$ cat src/rtl/tc13_pkg.sv
package tc13_pkg;
  localparam int MC_PHASES = 12;
  localparam int PRE_W     = 5;
  localparam int HI_W      = 8;
  localparam int BYTE_W    = 8;

  typedef enum logic {
    SRC_CYCLES = 1'b0,
    SRC_PIN    = 1'b1
  } src_e;
endpackage

$ cat src/rtl/tc13_mcycle.sv
module tc13_mcycle #(
  parameter int PHASES = tc13_pkg::MC_PHASES
) (
  input  logic clk,
  input  logic rst_n,
  output logic tick
);
  localparam int PH_W = (PHASES > 1) ? $clog2(PHASES) : 1;
  localparam logic [PH_W-1:0] PH_LAST = PH_W'(PHASES - 1);

  logic [PH_W-1:0] ph_q;

  assign tick = (ph_q == PH_LAST);

  always_ff @(posedge clk or negedge rst_n) begin
    if (!rst_n)    ph_q <= '0;
    else if (tick) ph_q <= '0;
    else           ph_q <= ph_q + 1'b1;
  end

  // machine-cycle boundaries never fall on adjacent clocks
  a_r2_tick_isolated: assert property (@(posedge clk) disable iff (!rst_n)
    tick |=> !tick);
endmodule

$ cat src/rtl/tc13_edge.sv
module tc13_edge (
  input  logic clk,
  input  logic rst_n,
  input  logic tick,
  input  logic pin,
  output logic evt_pend
);
  logic samp_q;
  logic pend_q;

  always_ff @(posedge clk or negedge rst_n) begin
    if (!rst_n) begin
      samp_q <= 1'b0;
      pend_q <= 1'b0;
    end else if (tick) begin
      samp_q <= pin;
      pend_q <= samp_q & ~pin;
    end
  end

  assign evt_pend = pend_q;

  // the event record only moves on a machine-cycle boundary
  a_r3_pend_on_tick: assert property (@(posedge clk) disable iff (!rst_n)
    !tick |=> $stable(evt_pend));
  // a fresh event record needs a low sample of the pin
  a_r3_pend_needs_low: assert property (@(posedge clk) disable iff (!rst_n)
    (tick && pin) |=> !evt_pend);
endmodule

$ cat src/rtl/tc13_count.sv
module tc13_count #(
  parameter int PRE_W  = tc13_pkg::PRE_W,
  parameter int HI_W   = tc13_pkg::HI_W,
  parameter int BYTE_W = tc13_pkg::BYTE_W
) (
  input  logic              clk,
  input  logic              rst_n,
  input  logic              bump,
  input  logic              wr_lo,
  input  logic              wr_hi,
  input  logic [BYTE_W-1:0] wr_data,
  input  logic              flag_clr,
  output logic [PRE_W+HI_W-1:0] cnt,
  output logic              ovf_flag
);
  localparam int CW = PRE_W + HI_W;

  logic [CW-1:0] cnt_q;
  logic [CW-1:0] cnt_d;
  logic          wr_any;
  logic          wrap;
  logic          flag_q;

  assign wr_any = wr_lo | wr_hi;
  assign wrap   = bump & ~wr_any & (&cnt_q);

  always_comb begin
    cnt_d = cnt_q;
    if (wr_lo) cnt_d[PRE_W-1:0]  = wr_data[PRE_W-1:0];
    if (wr_hi) cnt_d[CW-1:PRE_W] = wr_data[HI_W-1:0];
    if (!wr_any && bump) cnt_d = cnt_q + 1'b1;
  end

  always_ff @(posedge clk or negedge rst_n) begin
    if (!rst_n) begin
      cnt_q  <= '0;
      flag_q <= 1'b0;
    end else begin
      cnt_q <= cnt_d;
      if (wrap)          flag_q <= 1'b1;
      else if (flag_clr) flag_q <= 1'b0;
    end
  end

  assign cnt      = cnt_q;
  assign ovf_flag = flag_q;

  // an increment out of all ones lands on zero with the flag raised
  a_r6_wrap_sets_flag: assert property (@(posedge clk) disable iff (!rst_n)
    (bump && !wr_any && cnt == '1) |=> (ovf_flag && cnt == '0));
  // flag is sticky without a clear
  a_r7_flag_sticky: assert property (@(posedge clk) disable iff (!rst_n)
    (ovf_flag && !flag_clr) |=> ovf_flag);
  // wrap beats a simultaneous clear
  a_r7_set_beats_clear: assert property (@(posedge clk) disable iff (!rst_n)
    (flag_clr && bump && !wr_any && cnt == '1) |=> ovf_flag);
  // a written lower field shows the written value next clock
  a_r9_lo_write_wins: assert property (@(posedge clk) disable iff (!rst_n)
    wr_lo |=> cnt[PRE_W-1:0] == $past(wr_data[PRE_W-1:0]));
  // a written upper field shows the written value next clock
  a_r9_hi_write_wins: assert property (@(posedge clk) disable iff (!rst_n)
    wr_hi |=> cnt[CW-1:PRE_W] == $past(wr_data[HI_W-1:0]));
endmodule

$ cat src/rtl/tc13_timer.sv
module tc13_timer #(
  parameter int PHASES = tc13_pkg::MC_PHASES,
  parameter int PRE_W  = tc13_pkg::PRE_W,
  parameter int HI_W   = tc13_pkg::HI_W
) (
  input  logic            clk,
  input  logic            rst_n,
  input  logic            run_en,
  input  logic            gate_en,
  input  logic            src_pin,
  input  logic            evt_pin,
  input  logic            gate_pin,
  input  logic            wr_en,
  input  logic            wr_hi_sel,
  input  logic [HI_W-1:0] wr_data,
  input  logic            flag_clr,
  output logic [HI_W-1:0] cnt_lo,
  output logic [HI_W-1:0] cnt_hi,
  output logic            ovf_flag
);
  import tc13_pkg::*;

  localparam int RW = HI_W;
  localparam int CW = PRE_W + HI_W;

  logic          tick;
  logic          evt_pend;
  logic          cnt_ok;
  logic          bump;
  logic [CW-1:0] cnt;
  src_e          src;

  assign src    = src_e'(src_pin);
  assign cnt_ok = run_en & (~gate_en | gate_pin);
  assign bump   = tick & cnt_ok & ((src == SRC_PIN) ? evt_pend : 1'b1);

  tc13_mcycle #(.PHASES(PHASES)) u_mcycle (
    .clk  (clk),
    .rst_n(rst_n),
    .tick (tick)
  );

  tc13_edge u_edge (
    .clk     (clk),
    .rst_n   (rst_n),
    .tick    (tick),
    .pin     (evt_pin),
    .evt_pend(evt_pend)
  );

  tc13_count #(.PRE_W(PRE_W), .HI_W(HI_W), .BYTE_W(RW)) u_count (
    .clk     (clk),
    .rst_n   (rst_n),
    .bump    (bump),
    .wr_lo   (wr_en & ~wr_hi_sel),
    .wr_hi   (wr_en & wr_hi_sel),
    .wr_data (wr_data),
    .flag_clr(flag_clr),
    .cnt     (cnt),
    .ovf_flag(ovf_flag)
  );

  assign cnt_lo = {{(RW-PRE_W){1'b0}}, cnt[PRE_W-1:0]};
  assign cnt_hi = cnt[CW-1:PRE_W];

  // unused lower-register bits always read zero
  a_r5_lo_pad_zero: assert property (@(posedge clk) disable iff (!rst_n)
    (cnt_lo >> PRE_W) == '0);
  // a disabled, unwritten count holds
  a_r8_hold_when_off: assert property (@(posedge clk) disable iff (!rst_n)
    (!cnt_ok && !wr_en) |=> ($stable(cnt_lo) && $stable(cnt_hi)));
  // between boundaries and without writes the count holds
  a_r2_move_on_tick: assert property (@(posedge clk) disable iff (!rst_n)
    (!tick && !wr_en) |=> ($stable(cnt_lo) && $stable(cnt_hi)));
endmodule

$ cat config.mk
export PLATFORM = sky130hd
export DESIGN_NAME = tc13_timer
export DESIGN_NICKNAME = d
export VERILOG_FILES = /design/src/rtl/tc13_pkg.sv /design/src/rtl/tc13_mcycle.sv /design/src/rtl/tc13_edge.sv /design/src/rtl/tc13_count.sv /design/src/rtl/tc13_timer.sv
export SDC_FILE = /design/constraint.sdc
export NUM_CORES = 1
export LEC_CHECK = 0
export CORE_MARGIN = 4
export CORE_UTILIZATION = 45
export DETAILED_ROUTE_END_ITERATION = 12
export PLACE_DENSITY = 0.77
export SYNTH_ARGS = -nofsm -noshare
export SYNTH_HDL_FRONTEND = slang
export SYNTH_SLANG_ARGS = --single-unit
export TNS_END_PERCENT = 100
$ cat constraint.sdc
create_clock -name clk -period 2.85 [get_ports clk]
set_input_delay 0.57 -clock clk [delete_from_list [all_inputs] [get_ports clk]]
set_output_delay 0.57 -clock clk [all_outputs]
set_load 0.005 [all_outputs]
==> summary.md, run 1 <==
| Metric | Value |
|---|---|
| Syn Area/Cell | `9.60 sq um` |
| Slew @ Worst Pin | `0.925 ns` |
| HPWL after DPL | `2060 um` |
| Sink Count | `20` |
| Row count | `18` |
| Status | `finished, final reports clean` |
| Chip height | `59.2 um` |
| CTS Root Cell | `clkbuf_4` |
| Achievable Freq | `512 MHz` |
| Clock slew at reported path FFs | `0.12 ns` |
| Post-route insts no fill | `185` |
| Ant. Diodes | `0` |
| CP Class | `in -> reg` |
| Required time of the worst setup path | `3.06 ns` |
| Yosys reg bits | `20` |
| Hold Crit Depth | `1` |
| Slew Limit Headroom | `0.381` |
| Unique masters post-synth | `38` |
| HP Start | `u_mcycle.ph_q[0]$_DFF_PN0_` |
| All-Layer GR Usage | `0.167` |
| Worst R2R Setup Slack | `0.94 ns` |
| Die area | `3510 sq um` |
| Synthesized cell area | `1180 sq um` |
| Synth-to-Final Area Change | `30.8%` |
| Synth warn | `0` |
| # DRC | `0` |
| Worst Clk Skew | `0.0108 ns` |
| Largest net degree at the start of global routing | `21` |
| Die width | `59.2 um` |
| Buffers on Ports | `31` |
| Starting Density | `0.472` |
| Leakage power | `0.659 nW` |
| Final Cycle Share | `0.685` |
| Placer congestion estimate | `0.813` |
| Core area | `2500 sq um` |
| Setup Viol. Count Final | `0` |
| Crit. End Element | `flip-flop` |
| Vias | `1018` |
| First-pass GRT wire length | `4530 um` |
| Initial DRC Count | `38` |
| Ports | `35` |
| Crit path time final | `1.95 ns` |
| Worst reg2reg endpoint | `u_count.cnt[12]$_DFFE_PN0P_` |
| VDD IR max | `0.332 mV` |
| Later-pin clock latency in the skew report | `0.31 ns` |
| Area contributors post-synth | `dfrtp_1 (42%), nand2_1 (3.8%), nand3_1 (3.0%), nor3_1 (3.0%), nor2_1 (2.9%)` |
| Mean routed wirelength per cell | `14.6 um` |
| Largest area contributor in the netlist | `dfrtp_1` |
| Sequential element share of the synthesized area | `0.424` |
| Hold WC Path Type | `reg -> reg` |
| Post-cts repair resize count | `0` |
| Setup TNS | `0 ns` |
| WHS Endpoint | `u_mcycle.ph_q[0]$_DFF_PN0_` |
| Worst r2r src | `u_mcycle.ph_q[0]$_DFF_PN0_` |
| Final Hold Fails | `0` |
| Pins over their slew limit | `0` |
| Startpoint types | `input pin` |
| Crit path DAT | `2.16 ns` |
| Initial antenna violation count | `0` |
| CTS tree | `yes` |
| RSZ-0062 raised after global routing | `false` |
| Vias in the first global route | `980` |
| Pwr/cell area | `441 nW/um^2` |
| Gate Count Post-Synth | `123` |
| CTS Buf Count | `3` |
| Hold buffer count at CTS | `0` |
| H-tree levels | `1` |
| Placed cells | `181` |
| Max Cap Viol | `0` |
| Nets | `176` |
| Post-route ant nets | `0` |
| Routed vias/inst | `5.50` |
| Worst Reg-to-Reg Cells | `5` |
| DRT Pass-1 Iters | `4` |
| Post-CTS Setup Bufs | `0` |
| Share of cells above drive strength 1 | `0.0710` |
| Grt ovf | `0` |
| Maximum fanout along the worst path | `6` |
| Top cell type's share of synthesized area | `0.424` |
| Max clock buf depth | `2` |
| Total Wirelength | `2700 um` |
state kept, by name, summed over array words and instances, names as in the netlist:
name,cells
u_edge.samp_q,1
u_count.ovf_flag,1
u_count.cnt,13
u_edge.evt_pend,1
u_mcycle.ph_q,4
cells in the final DEF, fill, tap and decap left out, types with 3 or more instances in the layout:
cell type        instances
mux2i_1                  3
inv_1                    4
nand4_1                  4
xnor2_1                  3
nand3_1                  7
nand2b_1                 4
a221o_1                  3
o21ai_0                  4
nor2b_1                  3
clkbuf_4                 3
and3_1                   5
dfrtp_1                 20
conb_1                   3
nand2_1                 12
clkdlybuf4s50_1         31
nor2_1                   9
nor3_1                   7
logic make-up (layout without fill, tap and decap cells):
group           count (synthesis)  in the layout  share of synthesized area
simple gates                   59             59                      0.288
compound gates                 20             20                      0.133
mux                             5              5                     0.0445
buf+inv                        11             41                     0.0487
xor+xnor                        5              5                     0.0371
flops                          20             20                      0.424
other cells                     1              3                    0.00317
fa+ha+maj                       2              2                     0.0212
Yosys cell counts:
cell,number
dfrtp_1,20
nand2_1,12
nor2_1,9
nand3_1,7
nor3_1,7
and3_1,5
buf_4,4
inv_1,4
nand2b_1,4
nand4_1,4
o21ai_0,4
a221o_1,3
mux2i_1,3
nor2b_1,3
xnor2_1,3
a211o_1,2
a211oi_1,2
and4_1,2
clkbuf_1,2
ha_1,2
o21ai_1,2
o221a_1,2
xor2_1,2
a21oi_1,1
a311oi_1,1
and2_1,1
buf_2,1
conb_1,1
mux2_1,1
mux2_2,1
nand3b_4,1
nor3b_1,1
nor4_4,1
o221a_2,1
o311a_1,1
o31ai_1,1
or2b_1,1
or4_4,1
where the power goes:
part           switching [mW]  internal (mW)  leakage [nW]
Sequential             0.0417          0.311         0.240
Combinational          0.0592          0.101         0.398
Clock                  0.0902         0.0780        0.0210
worst max path at each step:
| stage | from | slack (ns) | endpoint |
|---|---|---|---|
| after global placement | src_pin | 0.62 | u_count.cnt[0]$_DFFE_PN0P_ |
| after global routing | u_count.cnt[0]$_DFFE_PN0P_ | 0.86 | cnt_lo[0] |
| final | wr_en | 0.90 | u_count.cnt[12]$_DFFE_PN0P_ |
| after CTS | wr_en | 0.90 | u_count.cnt[12]$_DFFE_PN0P_ |
| after detailed placement | wr_en | 0.56 | u_count.cnt[12]$_DFFE_PN0P_ |
| after floorplan | u_mcycle.ph_q[0]$_DFF_PN0_ | 1.04 | u_count.cnt[12]$_DFFE_PN0P_ |
critical path: stages:
cell             delay (ns)
clkdlybuf4s50_1        0.46
nand2b_1               0.21
or4_4                  0.47
and3_1                 0.19
a221o_1                0.25
metrics by stage:
step	setup slack [ns]	area [sq um]	utilization	power, mW	hold slack (ns)
detailed placement	0.560	1510	0.604	0.520	0.457
global placement	0.618	1510	0.604	0.515	0.448
floorplan	1.04	1190	-	0.420	0.274
global route	0.860	1550	0.618	0.721	0.496
finish	0.896	1550	0.618	0.681	0.473
CTS	0.900	1550	0.618	0.688	0.473
layer usage:
metal	track usage	vias to the layer above	routed length, um	share of wire
met5	0	-	0	0
met4	0.0356	0	14	0.0052
met3	0.0414	2	172	0.064
met2	0.271	30	1310	0.48
met1	0.225	480	1210	0.45
li1	-	506	-	-
layout make-up:
cell class                 count  area, sq um
clock buffer                   4         36.3
fill                         225          955
inverter                       4         15.0
multi-input combinational     94          631
sequential                    20          500
tap                           30         37.5
timing repair buffer          33          325
(Power assumes the default switching activity.)
==> inputs of run 2 (changes only) <==
--- a/config.mk
+++ b/config.mk
@@ -6,9 +6,9 @@
 export NUM_CORES = 1
 export LEC_CHECK = 0
 export CORE_MARGIN = 4
-export CORE_UTILIZATION = 45
+export CORE_UTILIZATION = 42
 export DETAILED_ROUTE_END_ITERATION = 12
-export PLACE_DENSITY = 0.77
+export PLACE_DENSITY = 0.75
 export SYNTH_ARGS = -nofsm -noshare
 export SYNTH_HDL_FRONTEND = slang
 export SYNTH_SLANG_ARGS = --single-unit
==> constraint.sdc (replaced) <==
create_clock -name clk -period 1.75 [get_ports clk]
set_input_delay 0.35 -clock clk [delete_from_list [all_inputs] [get_ports clk]]
set_output_delay 0.35 -clock clk [all_outputs]
set_load 0.005 [all_outputs]
==> run 2 against run 1 <==
First-iteration DRC count is 45% lower. Clock skew is 0.0086 ns lower. Largest cell class unchanged. Critical path type unchanged. Critical endpoint is now u_count.cnt[9]$_DFFE_PN0P_. Cell count grew 8.1%. Worst hold slack worse by 0.10 ns. Total power is 68% higher.
==> summary.md, run 2 (synthesized netlist as in run 1, its figures left out) <==
| Metric | Value |
|---|---|
| Sequential group share of total power | `0.490` |
| Hold WC Path Type | `in -> async` |
| Required time of the worst setup path | `1.95 ns` |
| Most frequent cells in the layout | `clkdlybuf4s50_1 (30), dfrtp_1 (20), buf_4 (16)` |
| Crit path DAT | `1.95 ns` |
| Leakage power | `0.739 nW` |
| Max clock buf depth | `2` |
| Switch share | `0.276` |
| Largest register FFs | `13` |
| Most common cell after layout, fill and taps aside | `clkdlybuf4s50_1` |
| Final Hold Fails | `0` |
| Post-route insts no fill | `200` |
| Sink Count | `20` |
| P_int | `828 uW` |
| Pins over their slew limit | `0` |
| Ant. Diodes | `0` |
| First-pass GRT wire length | `4690 um` |
| Vias in the first global route | `1089` |
| Die area | `3720 sq um` |
| Crit. End Element | `flip-flop` |
| Die width | `61.0 um` |
| Row count | `18` |
| Chip height | `61.0 um` |
| Part of the power in the clock network | `0.233` |
| CP Class | `in -> reg` |
| Setup Viol. Count Final | `0` |
| Crit-path max cell delay | `0.57 ns` |
| Placed cells | `194` |
| H-tree levels | `1` |
| Later-pin clock latency in the skew report | `0.30 ns` |
| Nets | `191` |
| HPWL after DPL | `2230 um` |
| Pwr/cell area | `678 nW/um^2` |
| CTS tree | `yes` |
| Initial antenna violation count | `0` |
| Status | `finished, final reports clean` |
| Vias | `1125` |
| Mean routed wirelength per cell | `14.3 um` |
| Total Wirelength | `2860 um` |
| Buffers on Ports | `31` |
| Clock slew at reported path FFs | `0.10 ns` |
| RSZ-0062 raised after global routing | `true` |
| Crit path time final | `1.75 ns` |
| Final Util | `0.656` |
| Core area | `2570 sq um` |
| Critical path cell sequence | `clkdlybuf4s50_1 > nand2b_4 > or4_4 > and3_4 > a221o_1` |
| Slowest cell on the critical path | `or4_4` |
| Logic pwr share | `0.278` |
| CTS Buf Count | `3` |
| CTS Root Cell | `clkbuf_4` |
| Total power | `1.14 mW` |
| Routed vias/inst | `5.63` |
| Placer congestion estimate | `0.815` |
| Achievable Freq | `572 MHz` |
| Worst Clk Skew | `0.00224 ns` |
| VDD IR max | `0.623 mV` |
| # DRC | `0` |
| Post-route ant nets | `0` |
| Final Cycle Share | `0.999` |
| Grt ovf | `0` |
| Starting Density | `0.460` |
| Psw | `315 uW` |
| Maximum fanout along the worst path | `5` |
| Share of cells above drive strength 1 | `0.171` |
| DRT Pass-1 Iters | `4` |
| Max Cap Viol | `0` |
| Initial DRC Count | `21` |
| Startpoint types | `input pin` |
| All-Layer GR Usage | `0.168` |
| Largest net degree at the start of global routing | `21` |
| Ports | `35` |
| Synth-to-Final Area Change | `42.7%` |
==> run 2: critical path, delay by kind of cell <==
family          cells  cell delay, ns
compound gates      1            0.25
buf+inv             1            0.42
simple gates        3            0.92
==> run 2: timing repair <==
action                                  CTS  global route
pin swaps                                 2             0
hold buffers                              0             0
buffers inserted                          1             1
resized for setup                         3             2
endpoints found under the setup margin    6             4
==> run 2: path summary, 6_finish.rpt <==
path	start	endpoint	slack, ns	depth (start not counted)
max	wr_en	u_count.cnt[9]$_DFFE_PN0P_	0.002	5
min	rst_n	u_count.cnt[11]$_DFFE_PN0P_	0.37	2
max reg2reg	u_mcycle.ph_q[1]$_DFF_PN0_	u_count.cnt[9]$_DFFE_PN0P_	0.05	5
min reg2reg	u_edge.samp_q$_DFFE_PN0N_	u_edge.samp_q$_DFFE_PN0N_	0.49	2
max in group asynchronous	rst_n	u_edge.evt_pend$_DFFE_PN0N_	1.18	2
min in group clk	u_edge.samp_q$_DFFE_PN0N_	u_edge.samp_q$_DFFE_PN0N_	0.49	2
==> run 2: stage by stage <==
step	hold WS, ns	TNS (ns)	setup WS (ns)	area [sq um]
2_1_floorplan	0.0544	0	0.000290	1200
3_3_place_gp	0.459	-1.77	-0.259	1620
3_5_place_dp	0.474	-1.94	-0.289	1620
4_1_cts	0.376	0	0.00140	1670
5_1_grt	0.368	-0.0604	-0.0309	1690
6_report	0.368	0	0.00157	1690
==> run 2: routing by layer <==
metal / track usage / wire length, um
met1: 0.192 / 1140
met3: 0.0629 / 213
met4: 0.0464 / 46
met2: 0.293 / 1470
met5: 0 / 0
==> run 2: final cells by class <==
type                    count  area [sq um]
fillers                   219           882
multi-input cells          94           656
inverters                   4          15.0
well taps                  30          37.5
clock buffers               4          36.3
repair buffers             48           440
flip-flops and latches     20           500
==> run 2: power by group through the flow <==
stage                     Clock (mW)  Sequential, mW  Combinational [mW]
final                          0.266           0.560               0.318
after global routing           0.294           0.568               0.346
after CTS                      0.272           0.559               0.316
after detailed placement           0           0.567               0.314
after global placement             0           0.567               0.307
after floorplan                    0           0.572               0.111
